$ cat config.mk
export PLATFORM = sky130hd
export DESIGN_NAME = imm_shift_exec
export DESIGN_NICKNAME = d
export VERILOG_FILES = /design/src/rtl/imm_shift_pkg.sv /design/src/rtl/ishf_decode.sv /design/src/rtl/ishf_barrel.sv /design/src/rtl/imm_shift_exec.sv
export SDC_FILE = /design/constraint.sdc
export NUM_CORES = 1
export LEC_CHECK = 0
export BUFFER_PORTS_ARGS = -buffer_cell sky130_fd_sc_hd__buf_2
export CAP_MARGIN = 20
export CORE_MARGIN = 5
export CORE_UTILIZATION = 40
export DETAILED_ROUTE_END_ITERATION = 8
export GPL_TIMING_DRIVEN = 0
export HOLD_SLACK_MARGIN = 0.05
export SLEW_MARGIN = 20
export SYNTH_ARGS = -nofsm -noshare
export SYNTH_HDL_FRONTEND = slang
export SYNTH_SLANG_ARGS = --single-unit
$ cat constraint.sdc
create_clock -name clk -period 5.1 [get_ports clk]
set_input_delay 0.255 -clock clk [delete_from_list [all_inputs] [get_ports clk]]
set_output_delay 0.255 -clock clk [all_outputs]
set_load 0.005 [all_outputs]
$ cat src/rtl/imm_shift_pkg.sv
package imm_shift_pkg;

  localparam int INSTR_W   = 32;
  localparam int SHAMT_W   = 5;
  localparam int REGIDX_W  = 5;
  localparam int OPC_W     = 7;
  localparam int FN3_W     = 3;
  localparam int UPPER_W   = 7;

  localparam logic [OPC_W-1:0]   OPC_IMM_ALU = 7'b0010011;
  localparam logic [FN3_W-1:0]   FN3_SHL     = 3'b001;
  localparam logic [FN3_W-1:0]   FN3_SHR     = 3'b101;
  localparam logic [UPPER_W-1:0] UPPER_PLAIN = 7'b0000000;
  localparam logic [UPPER_W-1:0] UPPER_ARITH = 7'b0100000;

  typedef enum logic [1:0] {
    KIND_NONE  = 2'd0,
    KIND_LEFT  = 2'd1,
    KIND_RLOG  = 2'd2,
    KIND_RARI  = 2'd3
  } shift_kind_e;

  typedef struct packed {
    logic                ours;
    logic                illegal;
    shift_kind_e         kind;
    logic [SHAMT_W-1:0]  amt;
    logic [REGIDX_W-1:0] rd;
  } shift_dec_t;

endpackage

$ cat src/rtl/ishf_decode.sv
module ishf_decode
  import imm_shift_pkg::*;
(
  input  logic [INSTR_W-1:0] instr,
  output shift_dec_t         dec
);

  logic [OPC_W-1:0]   opc;
  logic [FN3_W-1:0]   fn3;
  logic [UPPER_W-1:0] upper;
  logic               grp;
  logic               want_left;
  logic               want_right;
  logic               ok_left;
  logic               ok_rlog;
  logic               ok_rari;

  assign opc   = instr[6:0];
  assign fn3   = instr[14:12];
  assign upper = instr[31:25];

  assign grp        = (opc == OPC_IMM_ALU);
  assign want_left  = grp && (fn3 == FN3_SHL);
  assign want_right = grp && (fn3 == FN3_SHR);

  assign ok_left = want_left  && (upper == UPPER_PLAIN);
  assign ok_rlog = want_right && (upper == UPPER_PLAIN);
  assign ok_rari = want_right && (upper == UPPER_ARITH);

  always_comb begin
    dec         = '0;
    dec.ours    = want_left || want_right;
    dec.illegal = (want_left || want_right) && !(ok_left || ok_rlog || ok_rari);
    dec.amt     = instr[24:20];
    dec.rd      = instr[11:7];
    if (ok_left)      dec.kind = KIND_LEFT;
    else if (ok_rlog) dec.kind = KIND_RLOG;
    else if (ok_rari) dec.kind = KIND_RARI;
    else              dec.kind = KIND_NONE;
  end

  // at most one legal interpretation per word
  always_comb begin
    assert_one_kind_R5: assert ($onehot0({ok_left, ok_rlog, ok_rari}));
  end

endmodule

$ cat src/rtl/ishf_barrel.sv
module ishf_barrel #(
  parameter int XLEN = 32,
  parameter int AW   = $clog2(XLEN)
) (
  input  logic [XLEN-1:0] opnd,
  input  logic [AW-1:0]   amt,
  input  logic            dir_left,
  input  logic            arith,
  output logic [XLEN-1:0] res
);

  logic [XLEN-1:0] pre;
  logic [XLEN-1:0] rev_out;
  logic            fill;
  logic [XLEN-1:0] stg [AW+1];

  // left shifts reuse the right-shift network on a bit-reversed operand
  for (genvar b = 0; b < XLEN; b++) begin : g_rev_in
    assign pre[b] = dir_left ? opnd[XLEN-1-b] : opnd[b];
  end

  assign fill   = arith && !dir_left && opnd[XLEN-1];
  assign stg[0] = pre;

  for (genvar s = 0; s < AW; s++) begin : g_stage
    localparam int STEP = 1 << s;
    assign stg[s+1] = amt[s] ? {{STEP{fill}}, stg[s][XLEN-1:STEP]} : stg[s];
  end

  for (genvar b = 0; b < XLEN; b++) begin : g_rev_out
    assign rev_out[b] = stg[AW][XLEN-1-b];
  end

  assign res = dir_left ? rev_out : stg[AW];

  // zero amount passes operand through
  always_comb begin
    if (amt == '0) assert_zero_pass_R6: assert (res == opnd);
  end

  // left shift by a nonzero amount always vacates bit 0
  always_comb begin
    if (dir_left && amt != '0) assert_left_lsb_R2: assert (res[0] == 1'b0);
  end

endmodule

$ cat src/rtl/imm_shift_exec.sv
module imm_shift_exec
  import imm_shift_pkg::*;
#(
  parameter int XLEN = 32
) (
  input  logic                clk,
  input  logic                rst,
  input  logic                in_valid,
  input  logic [INSTR_W-1:0]  in_instr,
  input  logic [XLEN-1:0]     in_operand,
  output logic                out_valid,
  output logic                out_ours,
  output logic                out_illegal,
  output logic                out_wen,
  output logic [REGIDX_W-1:0] out_rd,
  output logic [XLEN-1:0]     out_result
);

  shift_dec_t      dec;
  logic [XLEN-1:0] shifted;
  logic            legal;

  ishf_decode u_dec (
    .instr (in_instr),
    .dec   (dec)
  );

  ishf_barrel #(
    .XLEN (XLEN),
    .AW   (SHAMT_W)
  ) u_sh (
    .opnd     (in_operand),
    .amt      (dec.amt),
    .dir_left (dec.kind == KIND_LEFT),
    .arith    (dec.kind == KIND_RARI),
    .res      (shifted)
  );

  assign legal = dec.ours && !dec.illegal;

  always_ff @(posedge clk) begin
    if (rst) begin
      out_valid   <= 1'b0;
      out_ours    <= 1'b0;
      out_illegal <= 1'b0;
      out_wen     <= 1'b0;
      out_rd      <= '0;
      out_result  <= '0;
    end else if (in_valid) begin
      out_valid   <= 1'b1;
      out_ours    <= dec.ours;
      out_illegal <= dec.illegal;
      out_wen     <= legal && (dec.rd != '0);
      out_rd      <= dec.ours ? dec.rd : '0;
      out_result  <= legal ? shifted : '0;
    end else begin
      out_valid   <= 1'b0;
      out_ours    <= 1'b0;
      out_illegal <= 1'b0;
      out_wen     <= 1'b0;
      out_rd      <= '0;
      out_result  <= '0;
    end
  end

  assert_valid_follows_R8: assert property (@(posedge clk) disable iff (rst)
    in_valid |=> out_valid);

  assert_idle_quiet_R8: assert property (@(posedge clk) disable iff (rst)
    !in_valid |=> (!out_valid && !out_wen && !out_illegal && !out_ours));

  assert_wen_needs_rd_R7: assert property (@(posedge clk) disable iff (rst)
    out_wen |-> (out_rd != '0 && out_ours && out_valid));

  assert_illegal_blocks_R5: assert property (@(posedge clk) disable iff (rst)
    out_illegal |-> (!out_wen && out_ours && out_result == '0));

  assert_foreign_quiet_R1: assert property (@(posedge clk) disable iff (rst)
    (out_valid && !out_ours) |-> (!out_wen && !out_illegal && out_rd == '0));

endmodule

==> impl_metrics.json <==
{
  "critPathMaxFanout": 10,
  "power_leakage_nw": 1.99,
  "place_area_mm2": 0.00474,
  "grt_pass1_vias": 4859,
  "cts-root-buf": "clkbuf_8",
  "final_util_pct": 49.2,
  "h-tree-depth": 2,
  "routed_wl_um": 18100,
  "ys.flop_type": "dfxtp_1",
  "clock_sinks": 41,
  "status": "finished clean",
  "fin_tns_setup_ps": 0,
  "grt_pass1_wl_um": 28000,
  "drt-initial-drc-count": 502,
  "pin_count": 108,
  "grtUsageTotal_pct": 28.4,
  "cts_tree": "yes",
  "yosys-top-cells-count": "nand2_1 (77), nor2_1 (52), a21oi_1 (46)",
  "syn_area_per_cell_um2": 7.40,
  "fill_cells": 1052,
  "period_minus_slack_ps": 3750,
  "dp_hpwl_um": 14900,
  "crit_arrival_ps": 3910,
  "synth_area_leader_cell": "dfxtp_1",
  "p_total_w": 0.000907,
  "ys_seq_area_share_pct": 20.2,
  "critical_path_required_ps": 5260,
  "portBuffers": 100,
  "synth_cell_types": 68,
  "postCtsHoldBufs": 0,
  "yosys_warnings": 0,
  "cts_setup_buffers": 0,
  "die-area_mm2": 0.0123,
  "die_x_um": 111,
  "core_area_mm2": 0.00986,
  "hold_violations": 0,
  "hold_class": "primary input to flip-flop",
  "firstDrtPassIters": 5,
  "slew_headroom_pct": 31.9,
  "cts_resized": 0,
  "via_per_inst": 6.39,
  "netlist_top_cells_area": "dfxtp_1 (20%), mux4_2 (10%), nand2_1 (7.1%)",
  "fin_crit_sh_pct": 73.5,
  "postSynthCellCount": 550,
  "async_reset_ff_share_pct": 0,
  "power.density_cell_area_mw_per_mm2": 187,
  "gpl.final_weighted_congestion": 1.01,
  "initial_utilization_pct": 41.3,
  "syn_nets": 617,
  "syn_area_mm2": 0.00407,
  "drv_slew": 0,
  "wl_per_cell_um": 22.9,
  "worst_pin_slew_ps": 1010,
  "critPathLaunch": "in_instr[29]",
  "cp-end-kind": "flip-flop",
  "rsz0062_at_grt": "false",
  "ys_seq_elements": 41,
  "area_growth_pct": 19.2,
  "n_antenna_cell": 0,
  "ant_nets": 0,
  "drv_cap": 0,
  "critPathKind": "primary input to flip-flop",
  "peakVddDrop_v": 0.000119,
  "crit_end": "out_result[27]",
  "final_area_mm2": 0.00486,
  "synth-edff-count": 0,
  "cts_buffers": 5,
  "vias": 5051,
  "cts.reportedPaths.clkPinSlew_ps": 70,
  "cp-start-kind": "primary input",
  "max_freq_mhz": 267,
  "cts_max_path_buffers": 2,
  "drc": 0,
  "synth_most_common_cell": "nand2_1",
  "fin_nets": 724,
  "fp-row-count": 36,
  "fp.dieH_um": 111,
  "yosysTopAreaCellShare_pct": 20.2,
  "grt_max_degree": 13,
  "setup-violations-final": 0,
  "antenna_found_initial": 0,
  "grt.overflow.total": 0,
  "layout-drive-gt1-share_pct": 21.6,
  "hold_ws_ps": 115
}
worst min-delay path by stage:
stage / from / to / slack [ps] / cells after the start
3_3_place_gp: rst / out_valid / 430 / 2
3_5_place_dp: rst / out_valid / 430 / 2
2_1_floorplan: rst / out_valid / 340 / 1
4_1_cts: rst / out_valid / 110 / 2
5_1_grt: rst / out_valid / 120 / 2
6_report: rst / out_valid / 110 / 2
logic make-up after synthesis:
family	Yosys count	share of synthesized area, %
buffers and inverters	46	4.49
and+or+nand+nor	239	29.5
DFF	41	20.2
muxes	32	13.9
AOI/OAI and AO/OA	192	31.9
flip-flops by register name (all words and copies together), names as in the netlist:
name and flops:
out_result 32, out_rd 5, out_illegal 1, out_ours 1
out_valid 1, out_wen 1
worst max-delay path, cell delays in order:
cell and delay [ps]:
buf_2 100, or4_4 570, nor4_2 430, buf_4 270, buf_4 220, a22o_1 300
a21oi_1 100, nor4_1 880, o22ai_1 160, a211oi_1 450, a221oi_1 170
metal layers:
layer  vias up  GRT usage [%]  part of all wire, %
met5         -              0                    0
met4         0           14.2                  5.2
met3        62           4.97                  7.9
met2       303           45.4                   45
met1      2376           36.9                   42
li1       2310              -                    -
metrics by stage:
step / setup slack, ps / instances
6_report: 1350 / 791
5_1_grt: 1250 / 791
4_1_cts: 1430 / 791
3_5_place_dp: 1110 / 783
3_3_place_gp: 1050 / 783
2_1_floorplan: 2240 / 550
report_power, final:
group	switching, W	total, W	internal (W)
logic	0.000203	0.000320	0.000117
clock network	0.000107	0.000267	0.000159
registers	0.0000000769	0.000320	0.000320
total	0.000311	0.000907	0.000596
area by class of cell:
class / instances / area (µm²) / area share [%]
clock buffer: 7 / 86.3 / 1.78
multi-input combinational: 463 / 3070 / 63.2
timing repair buffer: 100 / 500 / 10.3
clock inverter: 1 / 30.0 / 0.618
buffer: 37 / 149 / 3.07
inverter: 9 / 33.8 / 0.696
sequential: 41 / 821 / 16.9
tap: 133 / 166 / 3.43
layout by cell type (no fill, tap or decap), types with 4 or more instances in the layout:
cell / n
nand4_1: 4
o21ai_0: 16
o211a_1: 4
dfxtp_1: 41
inv_1: 4
mux2i_1: 8
mux2_2: 4
and2_1: 33
o22ai_1: 35
a211oi_1: 14
nor3_1: 10
buf_2: 102
clkbuf_8: 6
nand3_1: 11
nor2_1: 52
a22o_1: 8
a2bb2oi_1: 5
o211ai_1: 22
a22oi_1: 5
clkbuf_1: 31
a21oi_1: 46
nor2b_1: 19
nor4_1: 6
mux4_2: 18
nand2_1: 77
o31ai_1: 6
Power figures use the tool's default switching activity.
